==> src/rtl/dsd_pkg.sv <==
package dsd_pkg;

    typedef enum logic [1:0] {
        DIR_P2M = 2'b00,
        DIR_M2P = 2'b01,
        DIR_M2M = 2'b10,
        DIR_RSV = 2'b11
    } dir_e;

    typedef enum logic [1:0] {
        SZ_BYTE = 2'b00,
        SZ_HALF = 2'b01,
        SZ_WORD = 2'b10,
        SZ_RSV  = 2'b11
    } size_e;

    typedef enum logic [2:0] {
        ST_IDLE,
        ST_MRD,
        ST_HOLD,
        ST_PWR,
        ST_WREQ,
        ST_PRD,
        ST_MWR,
        ST_ACK
    } state_e;

    typedef struct packed {
        dir_e  dir;
        size_e size;
    } xcfg_t;

    function automatic logic [3:0] size_bytes(size_e sz);
        case (sz)
            SZ_BYTE: return 4'd1;
            SZ_HALF: return 4'd2;
            default: return 4'd4;
        endcase
    endfunction

    function automatic logic [63:0] size_mask(size_e sz);
        case (sz)
            SZ_BYTE: return 64'h0000_0000_0000_00FF;
            SZ_HALF: return 64'h0000_0000_0000_FFFF;
            default: return 64'h0000_0000_FFFF_FFFF;
        endcase
    endfunction

endpackage

==> src/rtl/dsd_legal.sv <==
module dsd_legal
    import dsd_pkg::*;
#(
    parameter int CNT_W = 16
) (
    input  xcfg_t            cfg,
    input  logic [CNT_W-1:0] count,
    output logic             ok
);
    logic dir_bad;
    logic size_bad;
    logic cnt_bad;

    always_comb begin
        dir_bad  = (cfg.dir == DIR_M2M) || (cfg.dir == DIR_RSV);
        size_bad = (cfg.size == SZ_RSV);
        cnt_bad  = (count == '0);
        ok       = !(dir_bad || size_bad || cnt_bad);
    end
endmodule

==> src/rtl/dsd_ctrl.sv <==
module dsd_ctrl
    import dsd_pkg::*;
(
    input  logic   clk,
    input  logic   rst,
    input  logic   go,
    input  logic   legal,
    input  dir_e   go_dir,
    input  dir_e   run_dir,
    input  logic   last,
    input  logic   per_req,
    input  logic   mb_ready,
    input  logic   pb_ready,
    output state_e state,
    output logic   start,
    output logic   mem_step,
    output logic   cap_mem,
    output logic   cap_per,
    output logic   dec,
    output logic   err
);
    state_e nxt;

    always_comb begin
        nxt      = state;
        start    = 1'b0;
        mem_step = 1'b0;
        cap_mem  = 1'b0;
        cap_per  = 1'b0;
        dec      = 1'b0;
        case (state)
            ST_IDLE: if (go && legal) begin
                start = 1'b1;
                nxt   = (go_dir == DIR_M2P) ? ST_MRD : ST_WREQ;
            end
            ST_MRD: if (mb_ready) begin
                mem_step = 1'b1;
                cap_mem  = 1'b1;
                nxt      = ST_HOLD;
            end
            ST_HOLD: if (per_req) nxt = ST_PWR;
            ST_PWR:  if (pb_ready) nxt = ST_ACK;
            ST_WREQ: if (per_req) nxt = ST_PRD;
            ST_PRD: if (pb_ready) begin
                cap_per = 1'b1;
                nxt     = ST_MWR;
            end
            ST_MWR: if (mb_ready) begin
                mem_step = 1'b1;
                nxt      = ST_ACK;
            end
            ST_ACK: begin
                dec = 1'b1;
                if (last)                   nxt = ST_IDLE;
                else if (run_dir == DIR_M2P) nxt = ST_MRD;
                else                         nxt = ST_WREQ;
            end
            default: nxt = ST_IDLE;
        endcase
    end

    always_ff @(posedge clk) begin
        if (rst) begin
            state <= ST_IDLE;
            err   <= 1'b0;
        end else begin
            state <= nxt;
            if (state == ST_IDLE && go) err <= !legal;
        end
    end
endmodule

==> src/rtl/dsd_track.sv <==
module dsd_track
    import dsd_pkg::*;
#(
    parameter int ADDR_W = 32,
    parameter int DATA_W = 32,
    parameter int CNT_W  = 16
) (
    input  logic              clk,
    input  logic              rst,
    input  logic              start,
    input  xcfg_t             cfg_in,
    input  logic [CNT_W-1:0]  count_in,
    input  logic [ADDR_W-1:0] paddr_in,
    input  logic [ADDR_W-1:0] maddr_in,
    input  logic              mem_step,
    input  logic              cap_mem,
    input  logic              cap_per,
    input  logic              dec,
    input  logic [DATA_W-1:0] mem_data,
    input  logic [DATA_W-1:0] per_data,
    output xcfg_t             cfg_q,
    output logic [ADDR_W-1:0] maddr_q,
    output logic [ADDR_W-1:0] paddr_q,
    output logic [CNT_W-1:0]  left_q,
    output logic [DATA_W-1:0] hold_q,
    output logic              last
);
    logic [63:0]       mask_wide;
    logic [DATA_W-1:0] mask;
    logic [ADDR_W-1:0] step;

    always_comb begin
        mask_wide = size_mask(cfg_q.size);
        mask      = mask_wide[DATA_W-1:0];
        step      = ADDR_W'(size_bytes(cfg_q.size));
        last      = (left_q == CNT_W'(1));
    end

    always_ff @(posedge clk) begin
        if (rst) begin
            cfg_q   <= '0;
            maddr_q <= '0;
            paddr_q <= '0;
            left_q  <= '0;
            hold_q  <= '0;
        end else if (start) begin
            cfg_q   <= cfg_in;
            maddr_q <= maddr_in;
            paddr_q <= paddr_in;
            left_q  <= count_in;
        end else begin
            if (mem_step) maddr_q <= maddr_q + step;
            if (dec)      left_q  <= left_q - CNT_W'(1);
            if (cap_mem)  hold_q  <= mem_data & mask;
            else if (cap_per) hold_q <= per_data & mask;
        end
    end
endmodule

==> src/rtl/dstream_direct.sv <==
module dstream_direct
    import dsd_pkg::*;
#(
    parameter int ADDR_W = 32,
    parameter int DATA_W = 32,
    parameter int CNT_W  = 16
) (
    input  logic              clk,
    input  logic              rst,
    input  logic              cfg_go,
    input  logic [1:0]        cfg_dir,
    input  logic [1:0]        cfg_psize,
    input  logic [1:0]        cfg_msize,
    input  logic [1:0]        cfg_pburst,
    input  logic [1:0]        cfg_mburst,
    input  logic [1:0]        cfg_fthresh,
    input  logic [CNT_W-1:0]  cfg_count,
    input  logic [ADDR_W-1:0] cfg_paddr,
    input  logic [ADDR_W-1:0] cfg_maddr,
    input  logic              per_req,
    output logic              per_ack,
    output logic              busy,
    output logic              done,
    output logic              cfg_err,
    output logic [CNT_W-1:0]  remaining,
    output logic              mb_valid,
    output logic              mb_write,
    output logic [ADDR_W-1:0] mb_addr,
    output logic [1:0]        mb_size,
    output logic [DATA_W-1:0] mb_wdata,
    input  logic              mb_ready,
    input  logic [DATA_W-1:0] mb_rdata,
    output logic              pb_valid,
    output logic              pb_write,
    output logic [ADDR_W-1:0] pb_addr,
    output logic [1:0]        pb_size,
    output logic [DATA_W-1:0] pb_wdata,
    input  logic              pb_ready,
    input  logic [DATA_W-1:0] pb_rdata
);
    xcfg_t             cfg_new;
    xcfg_t             cfg_run;
    state_e            state;
    logic              legal, start, mem_step, cap_mem, cap_per, dec, last;
    logic [ADDR_W-1:0] maddr_q, paddr_q;
    logic [DATA_W-1:0] hold_q;
    logic              cfg_unused;

    assign cfg_new    = '{dir: dir_e'(cfg_dir), size: size_e'(cfg_psize)};
    assign cfg_unused = ^{cfg_msize, cfg_pburst, cfg_mburst, cfg_fthresh};

    dsd_legal #(.CNT_W(CNT_W)) u_legal (
        .cfg   (cfg_new),
        .count (cfg_count),
        .ok    (legal)
    );

    dsd_ctrl u_ctrl (
        .clk      (clk),
        .rst      (rst),
        .go       (cfg_go),
        .legal    (legal),
        .go_dir   (cfg_new.dir),
        .run_dir  (cfg_run.dir),
        .last     (last),
        .per_req  (per_req),
        .mb_ready (mb_ready),
        .pb_ready (pb_ready),
        .state    (state),
        .start    (start),
        .mem_step (mem_step),
        .cap_mem  (cap_mem),
        .cap_per  (cap_per),
        .dec      (dec),
        .err      (cfg_err)
    );

    dsd_track #(.ADDR_W(ADDR_W), .DATA_W(DATA_W), .CNT_W(CNT_W)) u_track (
        .clk      (clk),
        .rst      (rst),
        .start    (start),
        .cfg_in   (cfg_new),
        .count_in (cfg_count),
        .paddr_in (cfg_paddr),
        .maddr_in (cfg_maddr),
        .mem_step (mem_step),
        .cap_mem  (cap_mem),
        .cap_per  (cap_per),
        .dec      (dec),
        .mem_data (mb_rdata),
        .per_data (pb_rdata),
        .cfg_q    (cfg_run),
        .maddr_q  (maddr_q),
        .paddr_q  (paddr_q),
        .left_q   (remaining),
        .hold_q   (hold_q),
        .last     (last)
    );

    always_comb begin
        busy     = (state != ST_IDLE);
        per_ack  = (state == ST_ACK);
        done     = per_ack && last;
        mb_valid = (state == ST_MRD) || (state == ST_MWR);
        mb_write = (state == ST_MWR);
        mb_addr  = maddr_q;
        mb_size  = cfg_run.size;
        mb_wdata = hold_q;
        pb_valid = (state == ST_PWR) || (state == ST_PRD);
        pb_write = (state == ST_PWR);
        pb_addr  = paddr_q;
        pb_size  = cfg_run.size;
        pb_wdata = hold_q;
    end
endmodule

==> config.mk <==
export PLATFORM = sky130hd
export DESIGN_NAME = dstream_direct
export DESIGN_NICKNAME = d
export VERILOG_FILES = /design/src/rtl/dsd_pkg.sv /design/src/rtl/dsd_legal.sv /design/src/rtl/dsd_ctrl.sv /design/src/rtl/dsd_track.sv /design/src/rtl/dstream_direct.sv
export SDC_FILE = /design/constraint.sdc
export NUM_CORES = 1
export LEC_CHECK = 0
export BUFFER_PORTS_ARGS = -buffer_cell sky130_fd_sc_hd__clkbuf_2
export CAP_MARGIN = 40
export CORE_AREA = 2 2 122 124
export CTS_CLUSTER_DIAMETER = 60
export DETAILED_ROUTE_END_ITERATION = 12
export DIE_AREA = 0 0 124 126
export HOLD_SLACK_MARGIN = 0.05
export PLACE_DENSITY = 0.72
export SLEW_MARGIN = 0
export SYNTH_ARGS = -nofsm -noshare
export SYNTH_HDL_FRONTEND = slang
export SYNTH_SLANG_ARGS = --single-unit
==> constraint.sdc <==
create_clock -name clk -period 2.86 [get_ports clk]
set_input_delay 0.429 -clock clk [delete_from_list [all_inputs] [get_ports clk]]
set_output_delay 0.429 -clock clk [all_outputs]
set_load 0.05 [all_outputs]
== Word-level counts from Yosys, hierarchy flattened ==
Index checks and enable logic that the tools add are counted.

* Bitwise operators: 3
* Multiplexer cells: 27
* Equality and inequality tests: 21
* Reductions and logical operators: 19
* Add/subtract/negate cells: 2

{| class="wikitable"
|+ Operator list
! kind !! number
|-
| 32-bit 2-to-1 mux || 4
|-
| 32-bit bitwise AND || 2
|-
| 32-bit one-hot mux with 2 select lines || 1
|-
| 32-bit by 3-bit adder with 32-bit output || 1
|-
| 16-bit 2-to-1 mux || 2
|-
| 3-bit 2-to-1 mux || 10
|-
| 3-bit one-hot mux with 8 select lines || 1
|-
| 16-bit by 1-bit equality test with 1-bit output, second input constant || 1
|-
| 16-bit zero test || 1
|-
| 16-bit by 1-bit subtractor with 16-bit output, second input constant || 1
|-
| 3-bit equality test, second input constant || 4
|-
| 1-bit 2-to-1 mux || 8
|-
| 2-bit inequality test, second input constant || 4
|-
| 7-bit AND reduction || 1
|-
| 2-bit by 1-bit equality test with 1-bit output, second input constant || 3
|-
| 2-bit equality test, second input constant || 3
|-
| 3-bit by 2-bit equality test with 1-bit output, second input constant || 2
|-
| 2-bit by 1-bit inequality test with 1-bit output, second input constant || 3
|-
| 3-bit one-hot mux with 2 select lines || 1
|-
| 2-bit nonzero test || 3
|-
| 1-bit logical OR || 5
|-
| 3-bit by 1-bit equality test with 1-bit output, second input constant || 1
|-
| 1-bit logical AND || 3
|-
| 3-bit zero test || 1
|-
| other kinds (6) || 6
|}

* Word-level logic and storage cells: 80
* Output and inout port bits: 156
* Bits in registers: 120

== Longest topological paths before layout ==
* Word-level depth: 10
* Gate-level depth with buffers: 9
* Depth with buffers taken out: 8

== Modules after synthesis ==
From an unflattened synthesis, not the netlist that was laid out.

* Cell total of the unflattened synthesis: 775
* Area total of the unflattened synthesis: 6,503.7 um^2

{| class="wikitable"
|+ Modules (own cells, without submodules)
! module !! area each (um^2) !! cells each !! seq. area each (um^2) !! times used
|-
| dsd_track || 5,800.6 || 678 || 2,322.2 || 1
|-
| dsd_ctrl || 340.3 || 47 || 80.1 || 1
|-
| dstream_direct || 321.6 || 44 || 0.0 || 1
|-
| dsd_legal || 41.3 || 6 || 0.0 || 1
|}

== Worst setup path after synthesis ==
OpenSTA, ideal clock, no wires.

* Kind: flip-flop to output port
* Start point: register u_ctrl.state[1]
* End point: output mb_valid
* Buffers on the path: 2
* Arrival time: 2,443 ps
* Setup slack: -12 ps
* Cell stages (with the launch flop): 5
* Path through: dfxtp_1 > buf_2 > clkbuf_1 > nor3b_1 > or2_2

* Word-level cells in the longest chain between the ends: 2
* Elaborated cells on any way between the ends: 3
* Those cells by class: eq/ne (2); reduce/logical (1)

{| class="wikitable"
|+ RTL lines
! what !! RTL line !! RTL
|-
| start: declaration || dsd_ctrl.sv:14 || <nowiki>output state_e state,</nowiki>
|-
| start signal: assignment || dsd_ctrl.sv:67 || <nowiki>state <= nxt;</nowiki>
|-
| 3-bit equality test || - ||
|-
| named net mb_write || dstream_direct.sv:27 || <nowiki>output logic mb_write,</nowiki>
|-
| 1-bit logical OR || dstream_direct.sv:104 || <nowiki>mb_valid = (state == ST_MRD) || (state == ST_MWR);</nowiki>
|-
| end: declaration || dstream_direct.sv:26 || <nowiki>output logic mb_valid,</nowiki>
|}

The timed path passes the listed nets, and every way through them passes these cells.

== Final worst setup path ==
* Start point: register u_track.left_q[4]
* End point: output done

* Word-level cells in the longest chain between the ends: 2

{| class="wikitable"
|+ RTL lines
! what !! RTL line !! RTL
|-
| start: declaration || dsd_track.sv:24 || <nowiki>output logic [CNT_W-1:0] left_q,</nowiki>
|-
| start signal: assignment || dsd_track.sv:50 || <nowiki>left_q <= count_in;</nowiki>
|-
| start signal: assignment || dsd_track.sv:53 || <nowiki>if (dec) left_q <= left_q - CNT_W'(1);</nowiki>
|-
| 16-bit by 1-bit equality test with 1-bit output || dsd_track.sv:36 || <nowiki>last = (left_q == CNT_W'(1));</nowiki>
|-
| 1-bit logical AND || dstream_direct.sv:103 || <nowiki>done = per_ack && last;</nowiki>
|-
| end: declaration || dstream_direct.sv:23 || <nowiki>output logic done,</nowiki>
|}

Every way passes these cells.

==> results.toml <==
[layout]
drive_gt1_share_pct = 37.9
regArea_sq_um = 2400
final_net_count = 1162
syn_to_final_growth_pct = 33.5
insertedDiodeCount = 0
utilization_pct = 56.8
final_cells = 1191
multi_input_area_sq_um = 3180
fillCellCount = 1390

[clock_tree]
clk-insertion-delay-late_ns = 0.42
cts_tree = "done"
htreeDepth = 4
clockRootBuffer = "clkbuf_16"
clk_pin_slew_ns = 0.06
numClockSinks = 120
post_cts_buffers = 0
cts_buffers = 17
clockBufferDepth = 2
post_cts_resized = 0
cts_hold_buf = 0

[detailed_routing]
routed_wl_um = 19200
drc_errors = 0
viasPerCell = 5.25
drtIter0Drc = 246
first_pass_iters = 5
ant_nets = 0
drt-wirelength-per-cell_um = 16.1
vias = 6254

[timing]
slew_headroom_pct = 56.9
worstMarginPinSlew_ns = 0.647
fin_tns_setup_ns = 0
finalSetupViolCount = 0
post-route-period-util_pct = 90.8
worst_clock_skew_ns = 0.0110
hold_viol = 0
report.final.slew_viol_count = 0
rsz0062_at_grt = "no"
fin_crit_ns = 2.60
fmax_ghz = 0.385

[setup_path]
crit_arrival_ns = 2.17
endpoint = "done"
cp.depth = 5
cp_cell_sequence = "or4_4, nor2_2, nand4_1, nor2_1, clkbuf_2"
endpoint_kind = "output port"
startpoint_type = "flip-flop"
critPathRequiredTime_ns = 2.43
path_buf_inv = 1
cp-startpoint = "u_track.left_q[4]$_SDFFE_PP0P_"
critPathTopFamily = "simple AND/OR/NAND/NOR gates"
cp_slowest_cell = "or4_4"
reg2reg_to = "u_track.maddr_q[19]$_SDFFE_PP0P_"
critPathMaxStageDelay_ns = 0.58
ff2ff_setup_slack_ns = 0.51
critical_path_class = "flip-flop to output port"
r2r_cells = 6
path_max_fanout = 7
worstReg2RegStart = "u_ctrl.state[2]$_SDFFE_PP0P_"

[grt]
grt_pass1_vias = 5936
antenna_found_initial = 1
grt_pass1_wl_um = 29400
gr-usage-all-layers_pct = 24.2
grt_max_degree = 75
grt_overflow_total = 0

[synth]
ys_ff_latch = 120
synth.distinct_cells = 68
synth_edf_count = 0
synthArstFlopShare_pct = 0
synth_cells = 738
synth_warnings = 0
synth_nets = 906
synth_area_per_cell_sq_um = 8.26
syn_area_sq_um = 6090
ys_seq_area_share_pct = 39.4
ys.flop_type = "dfxtp_1"

[die]
die_width_um = 124
io-pin-count = 318
dieArea_sq_um = 15600
die_h_um = 126
initial_core_util_pct = 42.6
core_sq_um = 14300
num_rows = 44

[pwr]
p_leak_nw = 3.83
vdd_drop_max_mv = 0.437
powerDensity_nw_per_um2 = 819
p_total_mw = 6.66

[outcome]
run_status = "completed"

[flow_run]
max-cap-violations = 0

[placement]
dp_hpwl_um = 14200
portBuffers = 309
gp_congestion = 0.830
dp.cells = 1159

[worst_hold_path]
hold_path_class = "primary input to flip-flop"
## sequential cells by signal (all words and copies together), names as in the netlist
register         count
u_ctrl.err           1
u_track.left_q      16
u_track.maddr_q     32
u_ctrl.state         3
u_track.hold_q      32
u_track.cfg_q        4
u_track.paddr_q     32
## cells in the mapped netlist, types with 8 or more instances
library cell  count  area (sq um)
nand2_1         134           503
dfxtp_1         120          2400
nor2_1           76           285
a21oi_1          60           300
buf_4            42           315
nand3_1          30           150
a2bb2oi_1        23           201
clkbuf_1         23          86.3
a211oi_1         21           158
xor2_1           21           184
buf_2            17          85.1
mux2i_1          17           170
a22oi_1          15           113
nand4_1          15          93.8
a311oi_1          8          70.1
## cell type report
class	count	share of cell area, %
repair buffers	322	20.6
multi-input cells	524	39.1
inverters	9	0.415
flip-flops and latches	120	29.5
clock inverters	11	1.80
well taps	184	2.83
clock buffers	21	5.78
## worst min-delay path: cells and delay by family
| kind | cells | cell delay [ns] |
|---|---|---|
| simple gates | 1 | 0.04 |
| compound gates | 1 | 0.05 |
| buf+inv | 1 | 0.08 |
## through the flow
stage | worst slack (ns) | instance area [sq um] | hold WS, ns
2_1_floorplan | 0.343 | 6100 | 0.446
3_3_place_gp | 0.470 | 7520 | 0.441
3_5_place_dp | 0.490 | 7520 | 0.445
4_1_cts | 0.258 | 8130 | 0.205
5_1_grt | 0.114 | 8130 | 0.228
6_report | 0.262 | 8130 | 0.223
## routing by layer
layer | global-route usage [%] | wire [um] | vias up
li1 | - | - | 3090
met1 | 27.4 | 7610 | 2866
met2 | 41.5 | 9430 | 263
met3 | 8.20 | 1710 | 33
met4 | 9.52 | 433 | 2
met5 | 0 | 11 | -
## worst min-delay path by stage
stage | from | to | slack, ns | depth (start not counted)
finish | cfg_paddr[20] | u_track.paddr_q[20]$_SDFFE_PP0P_ | 0.22 | 3
global route | cfg_paddr[7] | u_track.paddr_q[7]$_SDFFE_PP0P_ | 0.23 | 3
CTS | cfg_paddr[22] | u_track.paddr_q[22]$_SDFFE_PP0P_ | 0.20 | 3
detailed placement | u_track.paddr_q[22]$_SDFFE_PP0P_ | u_track.paddr_q[22]$_SDFFE_PP0P_ | 0.45 | 2
global placement | u_track.paddr_q[7]$_SDFFE_PP0P_ | u_track.paddr_q[7]$_SDFFE_PP0P_ | 0.44 | 2
floorplan | u_track.cfg_q[3]$_SDFFE_PP0P_ | u_track.cfg_q[3]$_SDFFE_PP0P_ | 0.45 | 2
## kinds of logic after synthesis
family,after synthesis,synth area share [%]
AND/OR/NAND/NOR,314,24.7
AO/OA/AOI/OAI,160,18.9
flip-flops,120,39.4
buffers and inverters,94,8.97
XOR/XNOR,26,3.74
multiplexers,18,2.98
adder cells (fa/ha/maj),6,1.36
## where the power goes
part / internal, mW / switching (mW) / leakage [nW]
Combinational: 0.671 / 1.64 / 2.57
Clock: 1.44 / 0.787 / 0.287
Sequential: 1.88 / 0.250 / 0.976
Total: 3.99 / 2.67 / 3.83
## cells in the final DEF (no fill, tap or decap), drive strengths merged, types with 14 or more instances in the layout
master and n:
a211oi 25, a21oi 60, a22oi 16, a2bb2oi 23, buf 14, clkbuf 329
dfxtp 120, mux2i 17, nand2 135, nand3 30, nand4 15, nor2 78
xor2 21
(Power assumes the default switching activity.)
